$ cat config.mk
export PLATFORM = sky130hd
export DESIGN_NAME = serial_audio_rx
export DESIGN_NICKNAME = d
export VERILOG_FILES = /design/src/rtl/sarx_pkg.sv /design/src/rtl/sarx_sync.sv /design/src/rtl/sarx_edge.sv /design/src/rtl/sarx_framer.sv /design/src/rtl/sarx_assemble.sv /design/src/rtl/serial_audio_rx.sv
export SDC_FILE = /design/constraint.sdc
export NUM_CORES = 1
export LEC_CHECK = 0
export ABC_AREA = 1
export BUFFER_PORTS_ARGS = -buffer_cell sky130_fd_sc_hd__buf_2
export CAP_MARGIN = 0
export CORE_MARGIN = 4
export CORE_UTILIZATION = 25
export DETAILED_ROUTE_END_ITERATION = 12
export GPL_TIMING_DRIVEN = 0
export SLEW_MARGIN = 15
export SYNTH_ARGS = -nofsm -noshare
export SYNTH_HDL_FRONTEND = slang
export SYNTH_SLANG_ARGS = --single-unit
$ cat constraint.sdc
create_clock -name clk -period 6.1 [get_ports clk]
set_clock_uncertainty 0.15 [all_clocks]
set_input_delay 0.915 -clock clk [delete_from_list [all_inputs] [get_ports clk]]
set_output_delay 0.915 -clock clk [all_outputs]
set_load 0.01 [all_outputs]
$ cat src/rtl/sarx_pkg.sv
package sarx_pkg;

  typedef enum logic [2:0] {
    FMT_DLY   = 3'd0,
    FMT_LJ    = 3'd1,
    FMT_RJ24  = 3'd2,
    FMT_RJ20  = 3'd3,
    FMT_RJ18  = 3'd4,
    FMT_RJ16  = 3'd5,
    FMT_TDM   = 3'd6,
    FMT_ALTLJ = 3'd7
  } fmt_e;

  // Bit index (within a word) of the sample MSB
  function automatic logic [5:0] fmt_lead(input logic [2:0] f);
    case (f)
      FMT_DLY:  fmt_lead = 6'd1;
      FMT_RJ24: fmt_lead = 6'd8;
      FMT_RJ20: fmt_lead = 6'd12;
      FMT_RJ18: fmt_lead = 6'd14;
      FMT_RJ16: fmt_lead = 6'd16;
      default:  fmt_lead = 6'd0;
    endcase
  endfunction

  // Number of meaningful data bits per word
  function automatic logic [5:0] fmt_width(input logic [2:0] f);
    case (f)
      FMT_RJ20: fmt_width = 6'd20;
      FMT_RJ18: fmt_width = 6'd18;
      FMT_RJ16: fmt_width = 6'd16;
      default:  fmt_width = 6'd24;
    endcase
  endfunction

  function automatic logic fmt_is_tdm(input logic [2:0] f);
    return f == FMT_TDM;
  endfunction

endpackage

$ cat src/rtl/sarx_sync.sv
module sarx_sync #(
  parameter int W      = 3,
  parameter int STAGES = 2
) (
  input  logic         clk,
  input  logic         rst_n,
  input  logic [W-1:0] d_in,
  output logic [W-1:0] d_out
);
  logic [STAGES-1:0][W-1:0] chain;

  always_ff @(posedge clk or negedge rst_n) begin
    if (!rst_n) begin
      chain <= '0;
    end else begin
      chain[0] <= d_in;
      for (int s = 1; s < STAGES; s++) chain[s] <= chain[s-1];
    end
  end

  assign d_out = chain[STAGES-1];
endmodule

$ cat src/rtl/sarx_edge.sv
module sarx_edge (
  input  logic clk,
  input  logic rst_n,
  input  logic bclk_fall,
  input  logic bclk_s,
  output logic bit_evt
);
  logic bclk_d;

  always_ff @(posedge clk or negedge rst_n) begin
    if (!rst_n) bclk_d <= 1'b0;
    else        bclk_d <= bclk_s;
  end

  assign bit_evt = bclk_fall ? (bclk_d & ~bclk_s) : (~bclk_d & bclk_s);
endmodule

$ cat src/rtl/sarx_framer.sv
module sarx_framer
  import sarx_pkg::*;
#(
  parameter int SMP_W    = 24,
  parameter int SLOTS    = 8,
  parameter int SLOT_LEN = 32,
  localparam int CH_W       = $clog2(SLOTS),
  localparam int SLOT_W     = $clog2(SLOT_LEN),
  localparam int FRAME_BITS = SLOTS * SLOT_LEN,
  localparam int POS_W      = $clog2(FRAME_BITS) + 1,
  localparam int REL_W      = $clog2(SMP_W)
) (
  input  logic             clk,
  input  logic             rst_n,
  input  logic [2:0]       fmt,
  input  logic             fs_pol,
  input  logic             bit_evt,
  input  logic             fs_bit,
  output logic             word_start,
  output logic             slot_start,
  output logic             capture,
  output logic             full_done,
  output logic [REL_W-1:0] rel,
  output logic [CH_W-1:0]  cur_chan,
  output logic             locked
);
  logic [POS_W-1:0] pos_q, pos_nxt, lead_w, width_w, rel_full;
  logic             fs_last, primed, chan_bit_q, locked_q;
  logic             tdm, fs_edge, fs_active, lock_now, in_frame;
  logic [SLOT_W-1:0] bis;
  logic [CH_W-1:0]   slot;

  assign tdm        = fmt_is_tdm(fmt);
  assign fs_active  = (fs_bit == fs_pol);
  assign fs_edge    = primed && (fs_bit != fs_last);
  assign word_start = bit_evt && fs_edge && (!tdm || fs_active);
  assign lock_now   = locked_q || word_start;

  always_comb begin
    if (word_start)  pos_nxt = '0;
    else if (&pos_q) pos_nxt = pos_q;
    else             pos_nxt = pos_q + 1'b1;
  end

  assign lead_w   = POS_W'(fmt_lead(fmt));
  assign width_w  = tdm ? POS_W'(SMP_W) : POS_W'(fmt_width(fmt));
  assign bis      = pos_nxt[SLOT_W-1:0];
  assign slot     = pos_nxt[SLOT_W +: CH_W];
  assign in_frame = pos_nxt < POS_W'(FRAME_BITS);
  assign rel_full = tdm ? POS_W'(bis) : (pos_nxt - lead_w);

  always_comb begin
    if (tdm)
      capture = bit_evt && lock_now && in_frame && (POS_W'(bis) < width_w);
    else
      capture = bit_evt && lock_now && (pos_nxt >= lead_w) &&
                (pos_nxt < lead_w + width_w);
  end

  assign slot_start = tdm && bit_evt && lock_now && in_frame && (bis == '0);
  assign full_done  = capture && (rel_full == width_w - 1'b1);
  assign rel        = rel_full[REL_W-1:0];

  always_comb begin
    if (tdm)             cur_chan = slot;
    else if (word_start) cur_chan = fs_active ? '0 : CH_W'(1);
    else                 cur_chan = CH_W'(chan_bit_q);
  end

  always_ff @(posedge clk or negedge rst_n) begin
    if (!rst_n) begin
      pos_q      <= '0;
      fs_last    <= 1'b0;
      primed     <= 1'b0;
      chan_bit_q <= 1'b0;
      locked_q   <= 1'b0;
    end else if (bit_evt) begin
      pos_q    <= pos_nxt;
      fs_last  <= fs_bit;
      primed   <= 1'b1;
      locked_q <= lock_now;
      if (word_start) chan_bit_q <= !fs_active;
    end
  end

  assign locked = locked_q;
endmodule

$ cat src/rtl/sarx_assemble.sv
module sarx_assemble #(
  parameter int SMP_W = 24,
  parameter int CH_W  = 3,
  parameter int REL_W = 5
) (
  input  logic             clk,
  input  logic             rst_n,
  input  logic             word_start,
  input  logic             slot_start,
  input  logic             capture,
  input  logic             full_done,
  input  logic [REL_W-1:0] rel,
  input  logic             dat_bit,
  input  logic [CH_W-1:0]  cur_chan,
  output logic             smp_valid,
  output logic [CH_W-1:0]  smp_chan,
  output logic [SMP_W-1:0] smp_data
);
  logic [SMP_W-1:0] acc_q, acc_base, acc_nxt, put_mask;
  logic [CH_W-1:0]  wchan_q;
  logic             pend_q, clear, short_emit;

  assign clear      = word_start || slot_start;
  assign short_emit = word_start && pend_q;
  assign put_mask   = {1'b1, {(SMP_W-1){1'b0}}} >> rel;
  assign acc_base   = clear ? '0 : acc_q;
  assign acc_nxt    = capture ? ((acc_base & ~put_mask) | ({SMP_W{dat_bit}} & put_mask))
                              : acc_base;

  always_ff @(posedge clk or negedge rst_n) begin
    if (!rst_n) begin
      acc_q     <= '0;
      wchan_q   <= '0;
      pend_q    <= 1'b0;
      smp_valid <= 1'b0;
      smp_chan  <= '0;
      smp_data  <= '0;
    end else begin
      if (clear || capture) acc_q <= acc_nxt;
      if (capture)          wchan_q <= cur_chan;

      if (full_done)      pend_q <= 1'b0;
      else if (capture)   pend_q <= 1'b1;
      else if (short_emit) pend_q <= 1'b0;

      if (full_done) begin
        smp_valid <= 1'b1;
        smp_data  <= acc_nxt;
        smp_chan  <= cur_chan;
      end else if (short_emit) begin
        smp_valid <= 1'b1;
        smp_data  <= acc_q;
        smp_chan  <= wchan_q;
      end else begin
        smp_valid <= 1'b0;
      end
    end
  end
endmodule

$ cat src/rtl/serial_audio_rx.sv
module serial_audio_rx #(
  parameter int SYNC_STAGES = 2,
  parameter int SMP_W       = 24,
  parameter int SLOTS       = 8,
  parameter int SLOT_LEN    = 32,
  localparam int CH_W  = $clog2(SLOTS),
  localparam int REL_W = $clog2(SMP_W)
) (
  input  logic             clk,
  input  logic             rst_n,
  input  logic [2:0]       cfg_fmt,
  input  logic             cfg_fs_pol,
  input  logic             cfg_bclk_fall,
  input  logic             ser_bclk,
  input  logic             ser_fsync,
  input  logic             ser_data,
  output logic             smp_valid,
  output logic [CH_W-1:0]  smp_chan,
  output logic [SMP_W-1:0] smp_data
);
  logic [2:0] raw_in, sync_out;
  logic       bclk_s, fs_bit, dat_bit, bit_evt;
  logic       word_start, slot_start, capture, full_done, locked;
  logic [REL_W-1:0] rel;
  logic [CH_W-1:0]  cur_chan;

  assign raw_in = {ser_data, ser_fsync, ser_bclk};

  sarx_sync #(.W(3), .STAGES(SYNC_STAGES)) u_sync (
    .clk(clk), .rst_n(rst_n), .d_in(raw_in), .d_out(sync_out)
  );

  assign bclk_s  = sync_out[0];
  assign fs_bit  = sync_out[1];
  assign dat_bit = sync_out[2];

  sarx_edge u_edge (
    .clk(clk), .rst_n(rst_n), .bclk_fall(cfg_bclk_fall),
    .bclk_s(bclk_s), .bit_evt(bit_evt)
  );

  sarx_framer #(.SMP_W(SMP_W), .SLOTS(SLOTS), .SLOT_LEN(SLOT_LEN)) u_framer (
    .clk(clk), .rst_n(rst_n), .fmt(cfg_fmt), .fs_pol(cfg_fs_pol),
    .bit_evt(bit_evt), .fs_bit(fs_bit), .word_start(word_start),
    .slot_start(slot_start), .capture(capture), .full_done(full_done),
    .rel(rel), .cur_chan(cur_chan), .locked(locked)
  );

  sarx_assemble #(.SMP_W(SMP_W), .CH_W(CH_W), .REL_W(REL_W)) u_asm (
    .clk(clk), .rst_n(rst_n), .word_start(word_start), .slot_start(slot_start),
    .capture(capture), .full_done(full_done), .rel(rel), .dat_bit(dat_bit),
    .cur_chan(cur_chan), .smp_valid(smp_valid), .smp_chan(smp_chan),
    .smp_data(smp_data)
  );
endmodule

# After elaboration in Yosys (flattened, before gate mapping)

Index checks and enable logic that the tools add are counted.

Output and inout port bits: 28
Logic and storage cells: 87
Bits in registers: 76

Shift operators: 1
Muxes and demuxes: 22
$add $sub $neg: 4
Bitwise operators: 8
$lt $le $gt $ge: 4
Reduce and logical (&&, ||, !) cells: 26
Equality and inequality tests: 8

Operators by type and width:

| kind                  | count |
|---|---|
| $mux 24               | 4 |
| $and 24x24->24        | 2 |
| $mux 9                | 3 |
| $pmux 5 s5            | 1 |
| $not 24->24           | 1 |
| $or 24x24->24         | 1 |
| $shr 24x5->24 const A | 1 |
| $logic_and 1x1->1     | 14 |
| $mux 3                | 4 |
| $pmux 4 s3            | 1 |
| $add 5x9->9           | 1 |
| $add 9x1->9 const B   | 1 |
| $eq 3x3->1 const B    | 3 |
| $eq 9x9->1            | 1 |
| $ge 9x5->1            | 1 |
| $lt 5x9->1            | 1 |
| $lt 9x9->1            | 1 |
| $lt 9x9->1 const B    | 1 |
| $reduce_and 9->1      | 1 |
| $sub 9x1->9 const B   | 1 |
| $sub 9x5->9           | 1 |
| $mux 1                | 8 |
| $eq 3x2->1 const B    | 2 |
| $logic_not 5->1       | 1 |
| 11 further kinds      | 17 |

# Longest topological paths before layout

Word-level depth: 15
Gate-level depth with buffers: 27

# Modules after synthesis

Synthesis repeated with hierarchy kept, for this count alone.

Cell total of the unflattened synthesis: 681
Area, all modules: 4858.4 um^2

By module, submodules not included:

| module        | cells an instance | sequential area each (um^2) | times used | area each (um^2) |
|---|---|---|---|---|
| sarx_assemble | 395               | 1401.3                      | 1          | 2925.3 |
| sarx_framer   | 270               | 325.3                       | 1          | 1710.4 |
| sarx_sync     | 9                 | 150.1                       | 1          | 172.7 |
| sarx_edge     | 7                 | 25.0                        | 1          | 50.0 |

# Least setup slack after synthesis

OpenSTA, ideal clock, no wires.

Path kind: input -> register
From: in cfg_fmt[2]
To: reg u_asm.smp_data[15]
Arrival: 3.563 ns
Slack: 2.271 ns
Required time: 5.833 ns
Buffers on the path: 1
Stages on the path: 23
Cell sequence: inv_1 nand3_1 inv_1 nor2_2 inv_1 nor2_1 inv_1 ha_1 a21oi_1 nand2_1 xor2_1 ha_1 a21oi_1 o221ai_1 nand2_1 nand3_1 nand2_4 nand3_2 nor2_4 buf_6 nand3_1 nand2_1 nand2_1

Longest elaborated chain between the ends: 14
Elaborated cells on any way between the ends: 46
Those cells by class: add/sub (3); order compare (4); eq/ne (6); shift (1); mux (9); bitwise (4); reduce/logical (19)

Ends and longest elaborated chain:

| what                                                                 | line                  | source |
|---|---|---|
| from (decl)                                                          | serial_audio_rx.sv:11 | `input logic [2:0] cfg_fmt,` |
| parallel branches: the longest is 14 deep, another holds $sub 9x5->9 | n/a                   |  |
| to (signal assigned)                                                 | sarx_assemble.sv:48   | `smp_data <= acc_nxt;` |
| to (signal assigned)                                                 | sarx_assemble.sv:52   | `smp_data <= acc_q;` |
| to (decl)                                                            | sarx_assemble.sv:17   | `output logic [SMP_W-1:0] smp_data` |

Parallel ways; which one is timed is not known.
A chain may end at the register's enable or synchronous reset.

# Worst setup path in the final report

From: in cfg_fmt[2]
To: reg u_asm.smp_data[14]

Same word-level chain as after synthesis.

==> flow_metrics.env <==
export IMPL_die_area_sq_um=22900
export IMPL_drcViolationCount=0
export IMPL_grt_setup_unrepaired="no"
export IMPL_rows=52
export IMPL_reg2reg_slack_ns=2.17
export IMPL_grt_max_degree=44
export IMPL_yosysSeqAreaShare_pct=37.0
export IMPL_cts_hold_buf=0
export IMPL_wl_met3_um=711
export IMPL_synth_edff_count=0
export IMPL_yosys_warnings=0
export IMPL_yosys_area_top_type="dfrtp_1"
export IMPL_worst_r2r_endpoint="u_asm.smp_data[2]$_DFFE_PN0P_"
export IMPL_max_slew_margin_pct=61.1
export IMPL_ir_worst_vdd_mv=0.146
export IMPL_postSynthAreaPerCell_sq_um=7.09
export IMPL_critical_path_endpoint_type="register"
export IMPL_htreeDepth=3
export IMPL_setup_viol=0
export IMPL_fin_util_pct=29.5
export IMPL_drive_above_1_share_pct=16.3
export IMPL_setup_ws_ns=1.88
export IMPL_cts_tree="built"
export IMPL_critPathArrivalTime_ns=4.30
export IMPL_synthTopCellsByArea="dfrtp_1 37%, nand2_1 17%, inv_1 5.4%, nand3_1 5.4%, nor2_1 5.3%"
export IMPL_routedWlPerCell_um=12.3
export IMPL_num_fill_cells=2168
export IMPL_tns_ns=0
export IMPL_core_sq_um=20200
export IMPL_synth_seq_cells=76
export IMPL_yosys_most_used_dff="dfrtp_1"
export IMPL_worstPathRequired_ns=6.17
export IMPL_hold_viol_final=0
export IMPL_path_max_fanout=10
export IMPL_cts_setup_buffers=0
export IMPL_highest_layer="met4"
export IMPL_critPathKind="input pin to register"
export IMPL_portBuffers=37
export IMPL_vias=4597
export IMPL_fin_area_sq_um=5970
export IMPL_grt_pass1_vias=4341
export IMPL_initial_core_util_pct=25.4
export IMPL_dpl_hpwl_um=9950
export IMPL_area_growth_pct=16.1
export IMPL_drt_initial_drc_count=339
export IMPL_cts_root_buf="clkbuf_16"
export IMPL_worstRegToRegCells=22
export IMPL_synth_cells=725
export IMPL_hp_class="register to register"
export IMPL_cts_buffer_depth=2
export IMPL_synth_common_cells="235 x nand2_1, 76 x dfrtp_1, 74 x inv_1"
export IMPL_crit_end="u_asm.smp_data[14]$_DFFE_PN0P_"
export IMPL_whs_ns=0.201
export IMPL_powerDensity_nw_per_um2=420
export IMPL_syn_nets=754
export IMPL_gp_congestion=0.946
export IMPL_p_leak_nw=3.05
export IMPL_cts_resized=0
export IMPL_nets=803
export IMPL_dr_pass1_iters=5
export IMPL_place_area_sq_um=5690
export IMPL_clkLatencyLatePin_ns=0.33
export IMPL_grt_pass1_wl_um=21600
export IMPL_pre_cts_slack_ns=1.57
export IMPL_async_reset_ff_share_pct=100
export IMPL_cap_violations=0
export IMPL_worstMarginPinSlew_ns=0.583
export IMPL_seqCellArea_sq_um=1900
export IMPL_yosysUniqueCellTypes=40
export IMPL_multiInputGateArea_sq_um=2780
export IMPL_finalCriticalPeriod_ns=4.22
export IMPL_cts_num_sinks=76
export IMPL_synth_most_common_cell="nand2_1"
export IMPL_numCtsBuffers=9
export IMPL_syn_area_sq_um=5140
export IMPL_die_h_um=151
export IMPL_gr_total_overflow=0
export IMPL_wl_met1_um=6550
export IMPL_wl_met2_um=5520
export IMPL_antenna_found_initial=0
export IMPL_clk_pin_slew_ns=0.06
export IMPL_status="complete, no violations"
export IMPL_die_x_um=151
export IMPL_grt_total_usage_pct=11.6
export IMPL_via_per_inst=4.38
export IMPL_yosys_area_top_type_share_pct=37.0
export IMPL_finalCritPeriodShare_pct=69.2
export IMPL_n_antenna_cell=0
export IMPL_io_pin_count=38
export IMPL_critPathLaunchType="input pin"
export IMPL_slew_violations=0
export IMPL_critical_path_startpoint="cfg_fmt[2]"
export IMPL_max_freq_mhz=237
export IMPL_routed_wl_um=12900
export IMPL_r2r_start="u_framer.pos_q[1]$_DFFE_PN0P_"
export IMPL_final_antenna_net_count=0
per-layer routing:
metal	track usage, %	vias up
met4	3.26	0
met1	16.3	2088
met3	2.57	11
met5	0	-
li1	-	2419
met2	17.8	79
stage by stage:
step | std cells | power, mW
detailed placement | 1033 | 2.01
finish | 1049 | 2.50
global placement | 1032 | 2.00
global route | 1049 | 2.74
CTS | 1049 | 2.53
floorplan | 725 | 1.67
how the worst min path moves through the flow:
stage,endpoint,start,depth (start not counted)
2_1_floorplan,u_sync.d_out[0]$_DFF_PN0_,u_sync.chain[0]$_DFF_PN0_,0
3_3_place_gp,u_sync.d_out[0]$_DFF_PN0_,u_sync.chain[0]$_DFF_PN0_,0
3_5_place_dp,u_sync.d_out[2]$_DFF_PN0_,u_sync.chain[2]$_DFF_PN0_,0
4_1_cts,u_sync.d_out[2]$_DFF_PN0_,u_sync.chain[2]$_DFF_PN0_,0
5_1_grt,u_sync.d_out[2]$_DFF_PN0_,u_sync.chain[2]$_DFF_PN0_,0
6_report,u_sync.d_out[2]$_DFF_PN0_,u_sync.chain[2]$_DFF_PN0_,0
state kept, by name, summed over array words and instances (netlist names), 3 cells and up:
name / flops
u_asm.acc_q: 24
u_sync.d_out: 3
u_framer.pos_q: 9
u_sync.chain: 3
u_asm.smp_data: 24
u_asm.smp_chan: 3
u_asm.wchan_q: 3
cells in the final DEF, fill, tap and decap left out, drive strengths merged:
master,Yosys,routed
a211oi,1,1
a21boi,1,1
a21oi,13,13
a31oi,1,1
and2,2,2
buf,17,55
clkbuf,8,17
clkinv,2,4
clkinvlp,0,3
dfrtp,76,76
fa,2,2
ha,17,17
inv,81,83
mux2i,3,3
nand2,251,251
nand3,66,66
nand3b,6,6
nand4,19,19
nor2,83,83
nor3,7,7
o21a,6,6
o21ai,44,44
o21bai,1,1
o221ai,1,1
o22ai,3,3
or2,8,8
xnor2,3,3
xor2,3,3
cell families (layout without fill, tap and decap cells):
kind of cell | after synthesis | after routing | synth area share [%]
AOI/OAI and AO/OA | 71 | 71 | 8.03
muxes | 3 | 3 | 0.584
buffers and inverters | 108 | 162 | 9.00
adders and majority gates | 19 | 19 | 4.92
DFF | 76 | 76 | 37.0
xor gates and xnor gates | 6 | 6 | 1.02
and+or+nand+nor | 442 | 442 | 39.4
worst max-delay path: stages:
cell	delay (ns)
buf_2	0.15
inv_1	0.05
nand3_1	0.14
inv_1	0.12
nor2_2	0.17
inv_1	0.10
nor2_1	0.18
inv_1	0.06
ha_1	0.33
a21oi_1	0.15
nand2_1	0.08
xor2_1	0.15
ha_1	0.31
a21oi_1	0.15
o221ai_1	0.19
nand2_1	0.11
nand3_1	0.12
nand2_4	0.17
nand3_2	0.10
nor2_4	0.17
buf_6	0.17
nand3_1	0.08
nand2_1	0.07
nand2_1	0.05
area by class of cell:
type / instances / share of cell area, %
multi-input combinational: 541 / 46.5
sequential: 76 / 31.9
tap: 270 / 5.66
clock buffer: 9 / 3.77
buffer: 25 / 2.54
timing repair buffer: 38 / 3.61
clock inverter: 7 / 0.838
inverter: 83 / 5.22
where the power goes:
group	internal, mW	switching (mW)
combinational	0.438	0.831
sequential	0.656	0.0815
clock	0.277	0.221
Power figures use the tool's default switching activity.
